==> config.mk <==
export PLATFORM = sky130hd
export DESIGN_NAME = bus_read_seq
export DESIGN_NICKNAME = d
export VERILOG_FILES = /design/src/rtl/bus_seq_pkg.sv /design/src/rtl/bus_seq_timer.sv /design/src/rtl/bus_seq_capture.sv /design/src/rtl/bus_read_seq.sv
export SDC_FILE = /design/constraint.sdc
export NUM_CORES = 1
export LEC_CHECK = 0
export BUFFER_PORTS_ARGS = -buffer_cell sky130_fd_sc_hd__buf_2
export CAP_MARGIN = 5
export CORE_MARGIN = 2
export CORE_UTILIZATION = 46
export DETAILED_ROUTE_END_ITERATION = 6
export GPL_TIMING_DRIVEN = 0
export PLACE_DENSITY = 0.79
export SLEW_MARGIN = 30
export SYNTH_ARGS = -nofsm -noshare
export SYNTH_HDL_FRONTEND = slang
export SYNTH_SLANG_ARGS = --single-unit
==> constraint.sdc <==
create_clock -name clk -period 3.72 [get_ports clk]
set_input_delay 0.744 -clock clk [delete_from_list [all_inputs] [get_ports clk]]
set_output_delay 0.744 -clock clk [all_outputs]
set_load 0.02 [all_outputs]
==> src/rtl/bus_seq_pkg.sv <==
package bus_seq_pkg;
  typedef enum logic [1:0] {PH_Q1, PH_Q2, PH_Q3, PH_Q4} qphase_e;

  // Wait periods from the inverted setting; fetches and the disable give zero.
  function automatic logic [1:0] wait_periods(input logic [1:0] sel,
                                              input logic off,
                                              input logic fetch);
    return (off || fetch) ? 2'd0 : ~sel;
  endfunction
endpackage

==> src/rtl/bus_seq_timer.sv <==
module bus_seq_timer #(
  parameter int WCNT_W = 2
) (
  input  logic                 clk,
  input  logic                 rst_n,
  input  logic                 start,
  input  logic [WCNT_W-1:0]    wait_n,
  output logic                 active,
  output bus_seq_pkg::qphase_e phase,
  output logic                 first,
  output logic                 last
);
  import bus_seq_pkg::*;
  logic [WCNT_W-1:0] wcnt;

  assign last = active && (phase == PH_Q4) && (wcnt == '0);

  always_ff @(posedge clk) begin
    if (!rst_n) begin
      active <= 1'b0;
      phase  <= PH_Q1;
      wcnt   <= '0;
      first  <= 1'b0;
    end else if (start) begin
      active <= 1'b1;
      phase  <= PH_Q1;
      wcnt   <= wait_n;
      first  <= 1'b1;
    end else if (active) begin
      phase <= qphase_e'(phase + 2'd1);
      if (phase == PH_Q4) begin
        first <= 1'b0;
        if (wcnt == '0) active <= 1'b0;
        else            wcnt   <= wcnt - 1'b1;
      end
    end
  end
endmodule

==> src/rtl/bus_seq_capture.sv <==
module bus_seq_capture #(
  parameter int DATA_W = 16
) (
  input  logic              clk,
  input  logic              rst_n,
  input  logic              cap,
  input  logic              fetch,
  input  logic              lsb,
  input  logic [DATA_W-1:0] word,
  input  logic              rsp_ready,
  output logic              rsp_valid,
  output logic [DATA_W-1:0] rsp_data
);
  localparam int BYTE_W = DATA_W / 2;
  logic [DATA_W-1:0] picked;

  always_comb begin
    if (fetch)    picked = word;
    else if (lsb) picked = {{BYTE_W{1'b0}}, word[DATA_W-1:BYTE_W]};
    else          picked = {{BYTE_W{1'b0}}, word[BYTE_W-1:0]};
  end

  always_ff @(posedge clk) begin
    if (!rst_n) begin
      rsp_valid <= 1'b0;
      rsp_data  <= '0;
    end else if (cap) begin
      rsp_valid <= 1'b1;
      rsp_data  <= picked;
    end else if (rsp_valid && rsp_ready) begin
      rsp_valid <= 1'b0;
    end
  end
endmodule

==> src/rtl/bus_read_seq.sv <==
module bus_read_seq #(
  parameter int ADDR_W = 21,
  parameter int DATA_W = 16,
  parameter int WAIT_W = 2
) (
  input  logic                     clk,
  input  logic                     rst_n,
  input  logic                     req_valid,
  output logic                     req_ready,
  input  logic [ADDR_W-1:0]        req_addr,
  input  logic                     req_fetch,
  input  logic [WAIT_W-1:0]        wait_sel,
  input  logic                     wait_off,
  output logic                     rsp_valid,
  input  logic                     rsp_ready,
  output logic [DATA_W-1:0]        rsp_data,
  output logic [DATA_W-1:0]        ad_out,
  output logic                     ad_oe,
  input  logic [DATA_W-1:0]        ad_in,
  output logic [ADDR_W-DATA_W-2:0] a_hi,
  output logic                     ale,
  output logic                     oe_n,
  output logic                     ba0,
  output logic                     ce_n
);
  import bus_seq_pkg::*;
  localparam int HI_W = ADDR_W - DATA_W - 1;

  logic [ADDR_W-1:0] addr_q;
  logic              fetch_q;
  logic              start, active, first, last;
  qphase_e           phase;
  logic              addr_phase;

  assign req_ready = !active && !rsp_valid;
  assign start     = req_valid && req_ready;

  always_ff @(posedge clk) begin
    if (!rst_n) begin
      addr_q  <= '0;
      fetch_q <= 1'b0;
    end else if (start) begin
      addr_q  <= req_addr;
      fetch_q <= req_fetch;
    end
  end

  bus_seq_timer #(.WCNT_W(WAIT_W)) u_timer (
    .clk    (clk),
    .rst_n  (rst_n),
    .start  (start),
    .wait_n (wait_periods(wait_sel, wait_off, req_fetch)),
    .active (active),
    .phase  (phase),
    .first  (first),
    .last   (last)
  );

  bus_seq_capture #(.DATA_W(DATA_W)) u_cap (
    .clk       (clk),
    .rst_n     (rst_n),
    .cap       (last),
    .fetch     (fetch_q),
    .lsb       (addr_q[0]),
    .word      (ad_in),
    .rsp_ready (rsp_ready),
    .rsp_valid (rsp_valid),
    .rsp_data  (rsp_data)
  );

  assign addr_phase = active && first && (phase == PH_Q1 || phase == PH_Q2);
  assign ad_oe  = addr_phase;
  assign ad_out = addr_phase ? addr_q[DATA_W:1] : '0;
  assign ale    = active && first && (phase == PH_Q1);
  assign oe_n   = !(active && (!first || phase == PH_Q3 || phase == PH_Q4));
  assign ba0    = active && first && (phase == PH_Q3) && addr_q[0];
  assign ce_n   = !active;
  assign a_hi   = active ? addr_q[ADDR_W-1 -: HI_W] : '0;
endmodule

# Word level (Yosys, flattened, before mapping)
# Index checks and enable logic that the tools add are counted.
dict set report op_classes {
  n_addsub 2
  eq_ne 4
  muxes 18
  bitwise 2
  n_reduce_logical 27
}
# op count
set op_table {}
lappend op_table {{two-way mux 16 bit} 2}
lappend op_table {{logical AND 1 bit} 11}
lappend op_table {{two-way mux 2 bit} 5}
lappend op_table {{two-way mux 1 bit} 9}
lappend op_table {{two-way mux 8 bit} 1}
lappend op_table {{nonzero test 2 bit} 3}
lappend op_table {{equality test 2 bit (second input constant)} 2}
lappend op_table {{logical NOT 1 bit} 4}
lappend op_table {{logical NOT 2 bit} 2}
lappend op_table {{logical OR 1 bit} 4}
lappend op_table {{two-way mux 4 bit} 1}
lappend op_table {{AND reduction 3 bit} 1}
lappend op_table {{adder 2 x 1 -> 2 bit (second input constant)} 1}
lappend op_table {{equality test 2 x 1 -> 1 bit (second input constant)} 1}
lappend op_table {{!= test 2 bit (second input constant)} 1}
lappend op_table {{NOT 2 bit} 1}
lappend op_table {{AND reduction 2 bit} 1}
lappend op_table {{OR reduction 2 bit} 1}
lappend op_table {{subtractor 2 x 1 -> 2 bit (second input constant)} 1}
lappend op_table {{NOT 1 bit} 1}
dict set report totals {
  regBits 45
  inputBits 45
  output_inout_bits 43
  word_cells 61
}

# Longest topological paths before layout
# Gate-level depths: netlist of the first run.
dict set report depth {
  depth_word 5
  depth_mapped 7
  ltp_nobuf 5
}

# Cells and area by module
# From an unflattened synthesis of the first run, not the netlist that was laid out.
dict set report unflattened {
  cells_unflattened 244
  hier_area_um2 2223.4
}
# module instances cells_each area_each_um2 seq_area_each_um2
set modules_own_cells {}
lappend modules_own_cells {bus_read_seq 1 129 1084.8 440.4}
lappend modules_own_cells {bus_seq_capture 1 83 833.3 340.3}
lappend modules_own_cells {bus_seq_timer 1 32 305.3 120.1}

# Least setup slack after synthesis of the first run
# No wires, ideal clock.
dict set report synth_timing {
  kind {register -> output}
  from {reg u_timer.phase[0]}
  to {out ad_out[10]}
  t_arrival_ns 1.386
  required_time_ns 2.976
  setup_slack_ns 1.590
  path_stages_with_launch 6
  n_path_buf 1
  path_cell_list {dfxtp_1 > inv_1 > ha_1 > o211a_1 > clkbuf_1 > and2_1}
}
dict set report synth_via {
  elab_chain_cells 4
  elab_cells_between_ends 5
  classes_between {eq/ne: 1; mux: 1; reduce/logical: 3}
}
# element line
set synth_rtl {}
lappend synth_rtl {{from (decl)} bus_seq_timer.sv:9} ;# output bus_seq_pkg::qphase_e phase,
lappend synth_rtl {{from (signal assigned)} bus_seq_timer.sv:30} ;# phase <= qphase_e'(phase + 2'd1);
lappend synth_rtl {{equality test 2 x 1 -> 1 bit or logical NOT 2 bit (tied branches)} bus_read_seq.sv:71} ;# assign addr_phase = active && first && (phase == PH_Q1 || phase == PH_Q2);
lappend synth_rtl {{logical OR 1 bit *} bus_read_seq.sv:71}
lappend synth_rtl {{logical AND 1 bit *} bus_read_seq.sv:71}
lappend synth_rtl {{net ad_oe} bus_read_seq.sv:18} ;# output logic ad_oe,
lappend synth_rtl {{two-way mux 16 bit *} bus_read_seq.sv:73} ;# assign ad_out = addr_phase ? addr_q[DATA_W:1] : '0;
lappend synth_rtl {{to (decl)} bus_read_seq.sv:17} ;# output logic [DATA_W-1:0] ad_out,
# Mark *: on every way through the listed nets, which the timed path passes. The rest lies on a longest branch.

# Final worst setup path of the first run
dict set report layout_timing {
  from {reg u_timer.phase[0]}
  to {out ad_out[7]}
}
dict set report layout_via {
  elab_chain_cells 4
  elab_cells_between_ends 5
  classes_between {eq/ne: 1; mux: 1; reduce/logical: 3}
}
# element line
set layout_rtl {}
lappend layout_rtl {{equality test 2 x 1 -> 1 bit or logical NOT 2 bit (tied branches)} bus_read_seq.sv:71}
lappend layout_rtl {{logical OR 1 bit *} bus_read_seq.sv:71}
lappend layout_rtl {{logical AND 1 bit *} bus_read_seq.sv:71}
lappend layout_rtl {{two-way mux 16 bit *} bus_read_seq.sv:73}
# Mark *: on every way between the ends. The rest lies on a longest branch, timed or not.

==> results of run 1 <==
[cell usage after synthesis]
cell type	instances	area share, %
xnor2_1	2	0.89
and4_1	1	0.45
a221oi_1	1	0.45
a21oi_1	35	8.9
nand2_1	57	11
nor2_1	14	2.7
clkinv_1	1	0.19
o211ai_1	1	0.38
nor2b_1	2	0.64
buf_2	5	1.3
or3b_1	1	0.45
or4_1	2	0.77
nor3b_1	1	0.38
and3_1	2	0.64
inv_1	5	0.96
clkbuf_1	13	2.5
dfxtp_1	45	46
and3b_1	1	0.45
nand3_1	9	2.3
o211a_1	1	0.51
nand2b_1	2	0.64
a211oi_1	8	3.1
and2_1	20	6.4
ha_1	5	3.2
mux2i_1	9	4.6
nand4b_1	1	0.45
[cell usage in the layout, fill, tap and decap left out, drive strengths merged, types with 2 or more instances in the layout]
master,instances
nand3,9
and3,2
nand2,57
clkbuf,20
ha,5
nor2b,2
buf,92
nor2,14
mux2i,9
and2,20
dfxtp,45
or4,2
a211oi,8
a21oi,35
nand2b,2
inv,5
xnor2,2
[final timing paths]
path,to,slack [ps],depth (start not counted)
setup reg to reg,addr_q[16],1980,4
hold reg to reg,addr_q[8],450,2
hold / removal,addr_q[8],450,2
setup / recovery,ad_out[7],1090,6
[metrics by stage]
step	std cells	setup slack [ps]	total power [W]	utilization [%]
floorplan	244	1590	0.000594	-
detailed placement	381	1420	0.000644	60.6
global placement	381	1420	0.000641	60.6
finish	389	1090	0.00101	63.5
CTS	389	1080	0.00102	63.5
global route	389	977	0.00105	63.5
[registers in the layout, summed over array words and instances (netlist names)]
register,count
u_timer.wcnt,2
u_timer.first,1
u_cap.rsp_valid,1
u_timer.phase,2
u_timer.active,1
fetch_q,1
u_cap.rsp_data,16
addr_q,21
[power groups by stage]
stage / clock, W / combinational [W] / sequential (W)
2_1_floorplan: 0 / 0.0000754 / 0.000519
3_3_place_gp: 0 / 0.000121 / 0.000521
3_5_place_dp: 0 / 0.000123 / 0.000522
4_1_cts: 0.000383 / 0.000123 / 0.000510
5_1_grt: 0.000400 / 0.000137 / 0.000513
6_report: 0.000378 / 0.000122 / 0.000510
[worst reg2reg max path, cell delays in order, from the launching register on]
cell and delay, ps:
dfxtp_1 360, nor3b_1 600, clkbuf_1 460, nand2_1 100
a21oi_1 150
[kinds of logic (layout without fill, tap and decap cells)]
kind of cell	count (synthesis)	in the layout	synth area share (%)
adder cells (fa/ha/maj)	5	5	3.19
AO/OA/AOI/OAI	46	46	13.3
AND/OR/NAND/NOR	113	113	27.1
multiplexers	9	9	4.59
XOR/XNOR	2	2	0.894
buffers and inverters	24	119	4.91
flip-flops	45	45	45.9
[routing by layer]
metal,vias to the layer above,part of all wire (%),GRT usage (%)
met5,-,0,0
met1,843,45,24.9
met2,50,48,31.6
met4,0,3.0,9.59
li1,992,-,-
met3,14,4.5,4.51
[layout make-up]
cell class | count | area (um^2)
repair buffers | 87 | 435
inverters | 6 | 22.5
clock inverters | 1 | 30.0
well taps | 50 | 62.6
plain buffers | 18 | 73.8
flip-flops and latches | 45 | 901
clock buffers | 7 | 86.3
fillers | 380 | 1480
multi-input cells | 175 | 963
==> results.sh, run 1 <==
export IMPL_status="finished clean"
export IMPL_die_height_um=69.3
export IMPL_insertion_delay_ps=300
export IMPL_power_frac_seq_pct=50.5
export IMPL_required_ps=2980
export IMPL_dpl_cell_area_um2=2460
export IMPL_syn_avg_cell_area_um2=8.04
export IMPL_fin_nets=388
export IMPL_cts_resized=0
export IMPL_antennaDiodeCount=0
export IMPL_drive_gt1_share_pct=29.2
export IMPL_crit_slowest_cell="dfxtp_1"
export IMPL_irDropWorstVdd_mv=0.221
export IMPL_syn_area_um2=1960
export IMPL_end_kind="output port"
export IMPL_via_count=1899
export IMPL_fin_crit_ps=2630
export IMPL_critPathTopFamily="buffers and inverters"
export IMPL_antenna_found_initial=0
export IMPL_initial_core_util_pct=48.3
export IMPL_path_buf_inv=3
export IMPL_wl_mm=4.74
export IMPL_cts_clk_slew_worst_paths_ps=80
export IMPL_cts_root_buf="clkbuf_8"
export IMPL_timing_fmax_ghz=0.380
export IMPL_core_um2=4060
export IMPL_avgRoutedWirePerCell_um=12.2
export IMPL_skew_ps=5.32
export IMPL_drt_iter0_drc=106
export IMPL_die_area_um2=4800
export IMPL_clock_sinks=45
export IMPL_relSlewSlack_pct=53.1
export IMPL_postRouteAntennaNets=0
export IMPL_cts_htree_levels=2
export IMPL_cellLeakagePower_nw=1.19
export IMPL_clkPwrFrac_pct=37.5
export IMPL_critPathMaxStageDelay_ps=400
export IMPL_syn2layout_area_growth_pct=31.3
export IMPL_p_sw_w=0.000240
export IMPL_whs_ps=452
export IMPL_synth_cell_types=26
export IMPL_die_width_um=69.3
export IMPL_postLayoutCellArea_um2=2570
export IMPL_grt_overflow=0
export IMPL_ys_seq_elements=45
export IMPL_criticalPathCategory="reg -> out"
export IMPL_worstHoldStart="addr_q[8]"
export IMPL_grt_max_degree=14
export IMPL_drc_errors=0
export IMPL_rr_startpoint="u_cap.rsp_valid"
export IMPL_worst_pin_slew_ps=702
export IMPL_dr_pass1_iters=4
export IMPL_ctsHoldBuffers=0
export IMPL_clockBufferDepth=2
export IMPL_cts_setup_buffers=0
export IMPL_path_max_fanout=10
export IMPL_first_global_vias=1745
export IMPL_finalHoldViolCount=0
export IMPL_fin_tns_setup_ps=0
export IMPL_grt_total_usage_pct=19.7
export IMPL_syn_nets=294
export IMPL_boundaryPins=88
export IMPL_port_buffers=87
export IMPL_cp_startpoint="u_timer.phase[0]"
export IMPL_combPwrFrac_pct=12.1
export IMPL_core_rowCount=23
export IMPL_synthCells=244
export IMPL_slew_violations=0
export IMPL_avgViaCountPerCell=4.88
export IMPL_hp_class="reg -> reg"
export IMPL_power_density_nw_per_um2=392
export IMPL_yosysSeqAreaShare_pct=45.9
export IMPL_rsz0062_at_grt="false"
export IMPL_yosys_warnings=0
export IMPL_dp_hpwl_mm=3.59
export IMPL_maxCapViolations=0
export IMPL_cts_tree="yes"
export IMPL_p_sw_share_pct=23.8
export IMPL_cts_buffers=5
export IMPL_final_setup_viol_count=0
export IMPL_arrival_ps=1890
export IMPL_finalCritPeriodShare_pct=70.7
export IMPL_grt_first_pass_wirelength_mm=7.69
export IMPL_gp_congestion=0.878
export IMPL_start_kind="flop"
export IMPL_path_cells="inv_1 > ha_1 > o211a_1 > clkbuf_1 > and2_1 > buf_2"
export IMPL_intPower_w=0.000770
Note: power is estimated with default switching activity, not from simulation.
==> run 2, diff against run 1 <==
- ABC_AREA: unset -> 1
- PLACE_DENSITY: 0.79 -> 0.78
- clock period: 3.72 -> 2.5 ns (I/O delays scaled with it)
==> run 2 against run 1 <==
Cell area is 3.6% higher. Non-clock buffer count shrank 4. Critical path depth grew 2. First-iteration DRC count rose by 0.94%. Global-route usage fell by 0.29 points. Area after synthesis grew 6.4%. Via count up 11%. Critical endpoint is now ad_oe. Clock skew down 0.96 ps. Critical path type unchanged.
==> results.sh, run 2 <==
export IMPL_status="finished clean"
export IMPL_mostFrequentLayoutCell="buf_2"
export IMPL_grt_max_degree=14
export IMPL_hp_class="in -> reg"
export IMPL_arrival_ps=1730
export IMPL_relSlewSlack_pct=72.4
export IMPL_core_um2=4350
export IMPL_power_density_nw_per_um2=534
export IMPL_first_global_vias=1927
export IMPL_port_buffers=87
export IMPL_cts_htree_levels=2
export IMPL_finalCritPeriodShare_pct=89.3
export IMPL_yosysSeqAreaShare_pct=43.2
export IMPL_boundaryPins=88
export IMPL_largestRegisters="addr_q: 21 flops, u_cap.rsp_data: 16 flops"
export IMPL_required_ps=2000
export IMPL_worst_pin_slew_ps=414
export IMPL_synthArstFlopShare_pct=0
export IMPL_syn_avg_cell_area_um2=6.73
export IMPL_postRouteAntennaNets=0
export IMPL_cts_root_buf="clkbuf_8"
export IMPL_ys_seq_elements=45
export IMPL_gp_congestion=0.861
export IMPL_final_setup_viol_count=0
export IMPL_final_cell_mix="91 x buf_2, 60 x nor2_1, 54 x inv_1, 50 x nand2_1, 45 x dfxtp_1"
export IMPL_ctsHoldBuffers=0
export IMPL_dp_hpwl_mm=3.85
export IMPL_timing_fmax_ghz=0.448
export IMPL_clockBufferDepth=2
export IMPL_die_height_um=71.3
export IMPL_start_kind="flop"
export IMPL_dr_pass1_iters=4
export IMPL_maxCapViolations=0
export IMPL_synth_cell_types=21
export IMPL_cts_clk_slew_worst_paths_ps=80
export IMPL_path_cells="inv_1 > ha_1 > nor2_1 > or2_1 > buf_2 > buf_6 > inv_1 > buf_2"
export IMPL_grt_overflow=0
export IMPL_top_register="addr_q"
export IMPL_wl_mm=4.90
export IMPL_end_kind="output port"
export IMPL_rr_worst_depth=6
export IMPL_worst_slack_ps=268
export IMPL_crit_slowest_cell="dfxtp_1"
export IMPL_finalHoldViolCount=0
export IMPL_via_count=2115
export IMPL_grt_total_usage_pct=19.4
export IMPL_largest_register_ffs=21
export IMPL_fin_crit_ps=2230
export IMPL_min_to="addr_q[18]"
export IMPL_drt_met1_wl_mm=2.12
export IMPL_yosys_warnings=0
export IMPL_yosysTopAreaCell="dfxtp_1"
export IMPL_avgViaCountPerCell=4.63
export IMPL_antennaDiodeCount=0
export IMPL_cts_setup_buffers=0
export IMPL_fin_tns_setup_ps=0
export IMPL_wl_met2_mm=2.44
export IMPL_die_area_um2=5090
export IMPL_slew_violations=0
export IMPL_initial_core_util_pct=47.9
export IMPL_hold_depth=3
export IMPL_netlist_area_leader_share_pct=43.2
export IMPL_worstHoldStart="req_addr[18]"
export IMPL_rr_endpoint="u_cap.rsp_data[7]"
export IMPL_fin_nets=454
export IMPL_cellLeakagePower_nw=1.42
export IMPL_synth_enable_flop_cells=0
export IMPL_topRoutingLayerUsed="met4"
export IMPL_r2r_setup_slack_ps=1010
export IMPL_synth_flop_cell="dfxtp_1"
export IMPL_cts_buffers=5
export IMPL_grt_first_pass_wirelength_mm=7.89
export IMPL_criticalPathCategory="reg -> out"
export IMPL_syn_nets=360
export IMPL_rsz0062_at_grt="false"
export IMPL_drt_iter0_drc=107
export IMPL_synth_most_common_cell="nor2_1"
export IMPL_stdcell_count=457
export IMPL_clock_sinks=45
export IMPL_synthTopCellsByArea="dfxtp_1 43%, nor2_1 11%, inv_1 9.7%"
export IMPL_dp_slack_ps=574
export IMPL_dp_cells=449
export IMPL_path_max_fanout=10
export IMPL_wl_met3_um=197
export IMPL_cts_resized=0
export IMPL_synthCells=310
export IMPL_critPathMaxStageDelay_ps=390
export IMPL_synth_common_cells="60 x nor2_1, 54 x inv_1, 50 x nand2_1"
export IMPL_rr_startpoint="u_timer.phase[0]"
export IMPL_drc_errors=0
export IMPL_core_rowCount=24
export IMPL_avgRoutedWirePerCell_um=10.7
export IMPL_skew_ps=4.36
export IMPL_antenna_found_initial=0
export IMPL_die_width_um=71.3
export IMPL_drive_gt1_share_pct=28.4
export IMPL_syn2layout_area_growth_pct=28.0
export IMPL_syn_area_um2=2090
export IMPL_whs_ps=451
export IMPL_irDropWorstVdd_mv=0.243
export IMPL_cts_tree="yes"
export IMPL_insertion_delay_ps=290
==> run 2: cell types whose count changed after synthesis, moves of 8 or more <==
cell	change
inv_1	+49
nor2_1	+46
o21ai_0	+24
and2_1	-20
a21oi_1	-14
nand3_1	+11
mux2i_1	-9
nor2_2	+9
a211oi_1	-8
clkbuf_1	-8
==> run 2: cell families after synthesis <==
logic type	Yosys count	synth area share (%)
AOI/OAI and AO/OA	45	10.8
buffers and inverters	70	13.7
DFF	45	43.2
and+or+nand+nor	145	29.3
adders and majority gates	5	3.00
==> run 2: worst max-delay path, delay by kind of cell, from the launching register on <==
| kind | cells | cell delay (ps) |
|---|---|---|
| buffers and inverters | 5 | 670 |
| flip-flops | 1 | 390 |
| adder cells (fa/ha/maj) | 1 | 220 |
| AND/OR/NAND/NOR | 2 | 160 |
==> run 2: final cells by class <==
type | count | area, um^2
buffer | 14 | 76.3
clock buffer | 6 | 72.6
clock inverter | 2 | 10.0
fill | 455 | 1690
inverter | 56 | 210
multi-input combinational | 195 | 898
sequential | 45 | 901
tap | 52 | 65.1
timing repair buffer | 87 | 435
==> run 2: worst max path at each step <==
stage                     cells past startpoint         end              from  slack, ps
after floorplan                               7  ad_out[10]  u_timer.phase[0]        730
after global placement                        8   ad_out[6]  u_timer.phase[0]        610
after detailed placement                      8       ad_oe  u_timer.phase[0]        570
after CTS                                     8       ad_oe  u_timer.phase[0]        240
after global routing                          8       ad_oe  u_timer.phase[0]        120
final                                         8       ad_oe  u_timer.phase[0]        270
==> run 2: through the flow <==
| step | power, W | area, um^2 | util [%] |
|---|---|---|---|
| finish | 0.00142 | 2670 | 61.3 |
| global route | 0.00151 | 2670 | 61.3 |
| CTS | 0.00144 | 2670 | 61.3 |
| detailed placement | 0.00101 | 2590 | 59.4 |
| global placement | 0.00101 | 2590 | 59.4 |
| floorplan | 0.000932 | 2090 | - |
==> run 2: routing by layer <==
metal / vias up / track usage [%]
met4: 0 / 9.22
met5: - / 0
met2: 49 / 33.5
li1: 1121 / -
met1: 934 / 23.5
met3: 11 / 3.23
==> run 2: power breakdown <==
group	internal, W	switching, W
registers	0.000754	0.0000203
logic	0.0000855	0.000135
clock network	0.000194	0.000236
==> run 3, diff against run 2 <==
- CORE_UTILIZATION: 46 -> 47
- CTS_CLUSTER_SIZE: unset -> 25
- GPL_ROUTABILITY_DRIVEN: unset -> 0
- PLACE_DENSITY: 0.78 -> 0.8
==> run 3 against run 2 <==
Maximum frequency is 0.29% lower. Sequential share of layout area hardly changed. Die area is 2.0% lower. Worst setup slack worse by 6.4 ps. Cell area hardly changed. Critical endpoint unchanged. Clock-buffer cell count is 2 higher. Largest power group unchanged. Final cell count stayed put. Non-clock buffer count stayed put. Worst hold slack better by 3.3 ps.
==> results.sh, run 3 (synthesis results as in run 2) <==
export IMPL_cts_resized=0
export IMPL_avgRoutedWirePerCell_um=10.8
export IMPL_die_height_um=70.6
export IMPL_final_cell_mix="91 x buf_2, 60 x nor2_1, 54 x inv_1, 50 x nand2_1, 45 x dfxtp_1"
export IMPL_cellLeakagePower_nw=1.41
export IMPL_drive_gt1_share_pct=27.9
export IMPL_boundaryPins=88
export IMPL_core_rowCount=24
export IMPL_dr_pass1_iters=6
export IMPL_skew_ps=3.20
export IMPL_grt_overflow=0
export IMPL_hp_class="in -> reg"
export IMPL_first_global_vias=1928
export IMPL_irDropWorstVdd_mv=0.371
export IMPL_power_density_nw_per_um2=534
export IMPL_dp_hpwl_mm=3.83
export IMPL_required_ps=2000
export IMPL_cts_clk_slew_worst_paths_ps=80
export IMPL_whs_ps=454
export IMPL_largest_register_ffs=21
export IMPL_end_kind="output port"
export IMPL_avgViaCountPerCell=4.70
export IMPL_via_count=2148
export IMPL_relSlewSlack_pct=71.9
export IMPL_path_max_fanout=10
export IMPL_die_width_um=70.6
export IMPL_cts_buffers=5
export IMPL_fin_nets=454
export IMPL_r2r_setup_slack_ps=1000
export IMPL_status="finished clean"
export IMPL_antenna_found_initial=0
export IMPL_drc_errors=0
export IMPL_postRouteAntennaNets=0
export IMPL_rr_startpoint="u_timer.wcnt[0]"
export IMPL_finalHoldViolCount=0
export IMPL_initial_core_util_pct=48.2
export IMPL_fin_crit_ps=2240
export IMPL_fin_tns_setup_ps=0
export IMPL_wl_mm=4.96
export IMPL_core_um2=4320
export IMPL_rr_worst_depth=6
export IMPL_maxCapViolations=0
export IMPL_clockBufferDepth=2
export IMPL_cts_tree="yes"
export IMPL_rsz0062_at_grt="false"
export IMPL_top_register="addr_q"
export IMPL_grt_total_usage_pct=20.3
export IMPL_hold_depth=3
export IMPL_criticalPathCategory="reg -> out"
export IMPL_finalCritPeriodShare_pct=89.5
export IMPL_cts_htree_levels=2
export IMPL_syn2layout_area_growth_pct=27.8
export IMPL_worstHoldStart="req_addr[0]"
export IMPL_largestRegisters="addr_q: 21 flops, u_cap.rsp_data: 16 flops"
export IMPL_grt_first_pass_wirelength_mm=8.22
export IMPL_min_to="addr_q[0]"
export IMPL_antennaDiodeCount=0
export IMPL_clock_sinks=45
export IMPL_die_area_um2=4990
export IMPL_ctsHoldBuffers=0
export IMPL_timing_fmax_ghz=0.447
export IMPL_grt_max_degree=13
export IMPL_cts_root_buf="clkbuf_8"
export IMPL_slew_violations=0
export IMPL_mostFrequentLayoutCell="buf_2"
export IMPL_port_buffers=87
export IMPL_start_kind="flop"
export IMPL_rr_endpoint="u_cap.rsp_data[8]"
export IMPL_worst_pin_slew_ps=422
export IMPL_arrival_ps=1740
export IMPL_cts_setup_buffers=0
export IMPL_insertion_delay_ps=290
export IMPL_drt_iter0_drc=78
export IMPL_fillerInstances=447
export IMPL_final_setup_viol_count=0
-- run 3: worst max-delay path by stage --
stage                                start          to  slack, ps
after global routing      u_timer.phase[0]       ad_oe        120
final                     u_timer.phase[0]       ad_oe        260
after floorplan           u_timer.phase[0]  ad_out[10]        730
after global placement    u_timer.phase[0]       ad_oe        580
after detailed placement  u_timer.phase[0]       ad_oe        570
after CTS                 u_timer.phase[0]       ad_oe        240
-- run 3: where the power goes --
group / switching, W / leakage, nW / internal, W / total, W
clock network: 0.000229 / 0.0395 / 0.000199 / 0.000428
logic: 0.000136 / 1.00 / 0.0000855 / 0.000222
registers: 0.0000203 / 0.369 / 0.000754 / 0.000774
-- run 3: cell type report --
type                            instances  area, um^2  area share (%)
Buffer                                 14        76.3            2.86
Tap cell                               52        65.1            2.44
Multi-Input combinational cell        195         898            33.7
Inverter                               56         210            7.88
Clock buffer                            8        80.1            3.00
Sequential cell                        45         901            33.8
Timing Repair Buffer                   87         435            16.3
-- run 3: routing by layer --
| metal | wire (um) | vias to the layer above | track usage [%] | part of all wire [%] |
|---|---|---|---|---|
| met4 | 72 | 0 | 6.92 | 1.5 |
| met5 | 0 | - | 0 | 0 |
| li1 | - | 1123 | - | - |
| met1 | 2170 | 959 | 24.9 | 44 |
| met2 | 2470 | 60 | 35.3 | 50 |
| met3 | 250 | 6 | 4.42 | 5.0 |
-- run 3: worst max-delay path, stage by stage (launching register included) --
cell and delay, ps:
dfxtp_1 390, inv_1 100, ha_1 210, nor2_1 70, or2_1 90, buf_2 200
buf_6 190, inv_1 50, buf_2 150
-- run 3: per-stage QoR --
stage	setup WS [ps]	instance area (um^2)	cells	utilization (%)	power (W)
after floorplan	727	2090	310	-	0.000932
after global placement	583	2590	449	59.8	0.00101
after detailed placement	567	2590	449	59.8	0.00101
after CTS	241	2670	457	61.7	0.00143
after global routing	120	2670	457	61.7	0.00150
final	262	2670	457	61.7	0.00142
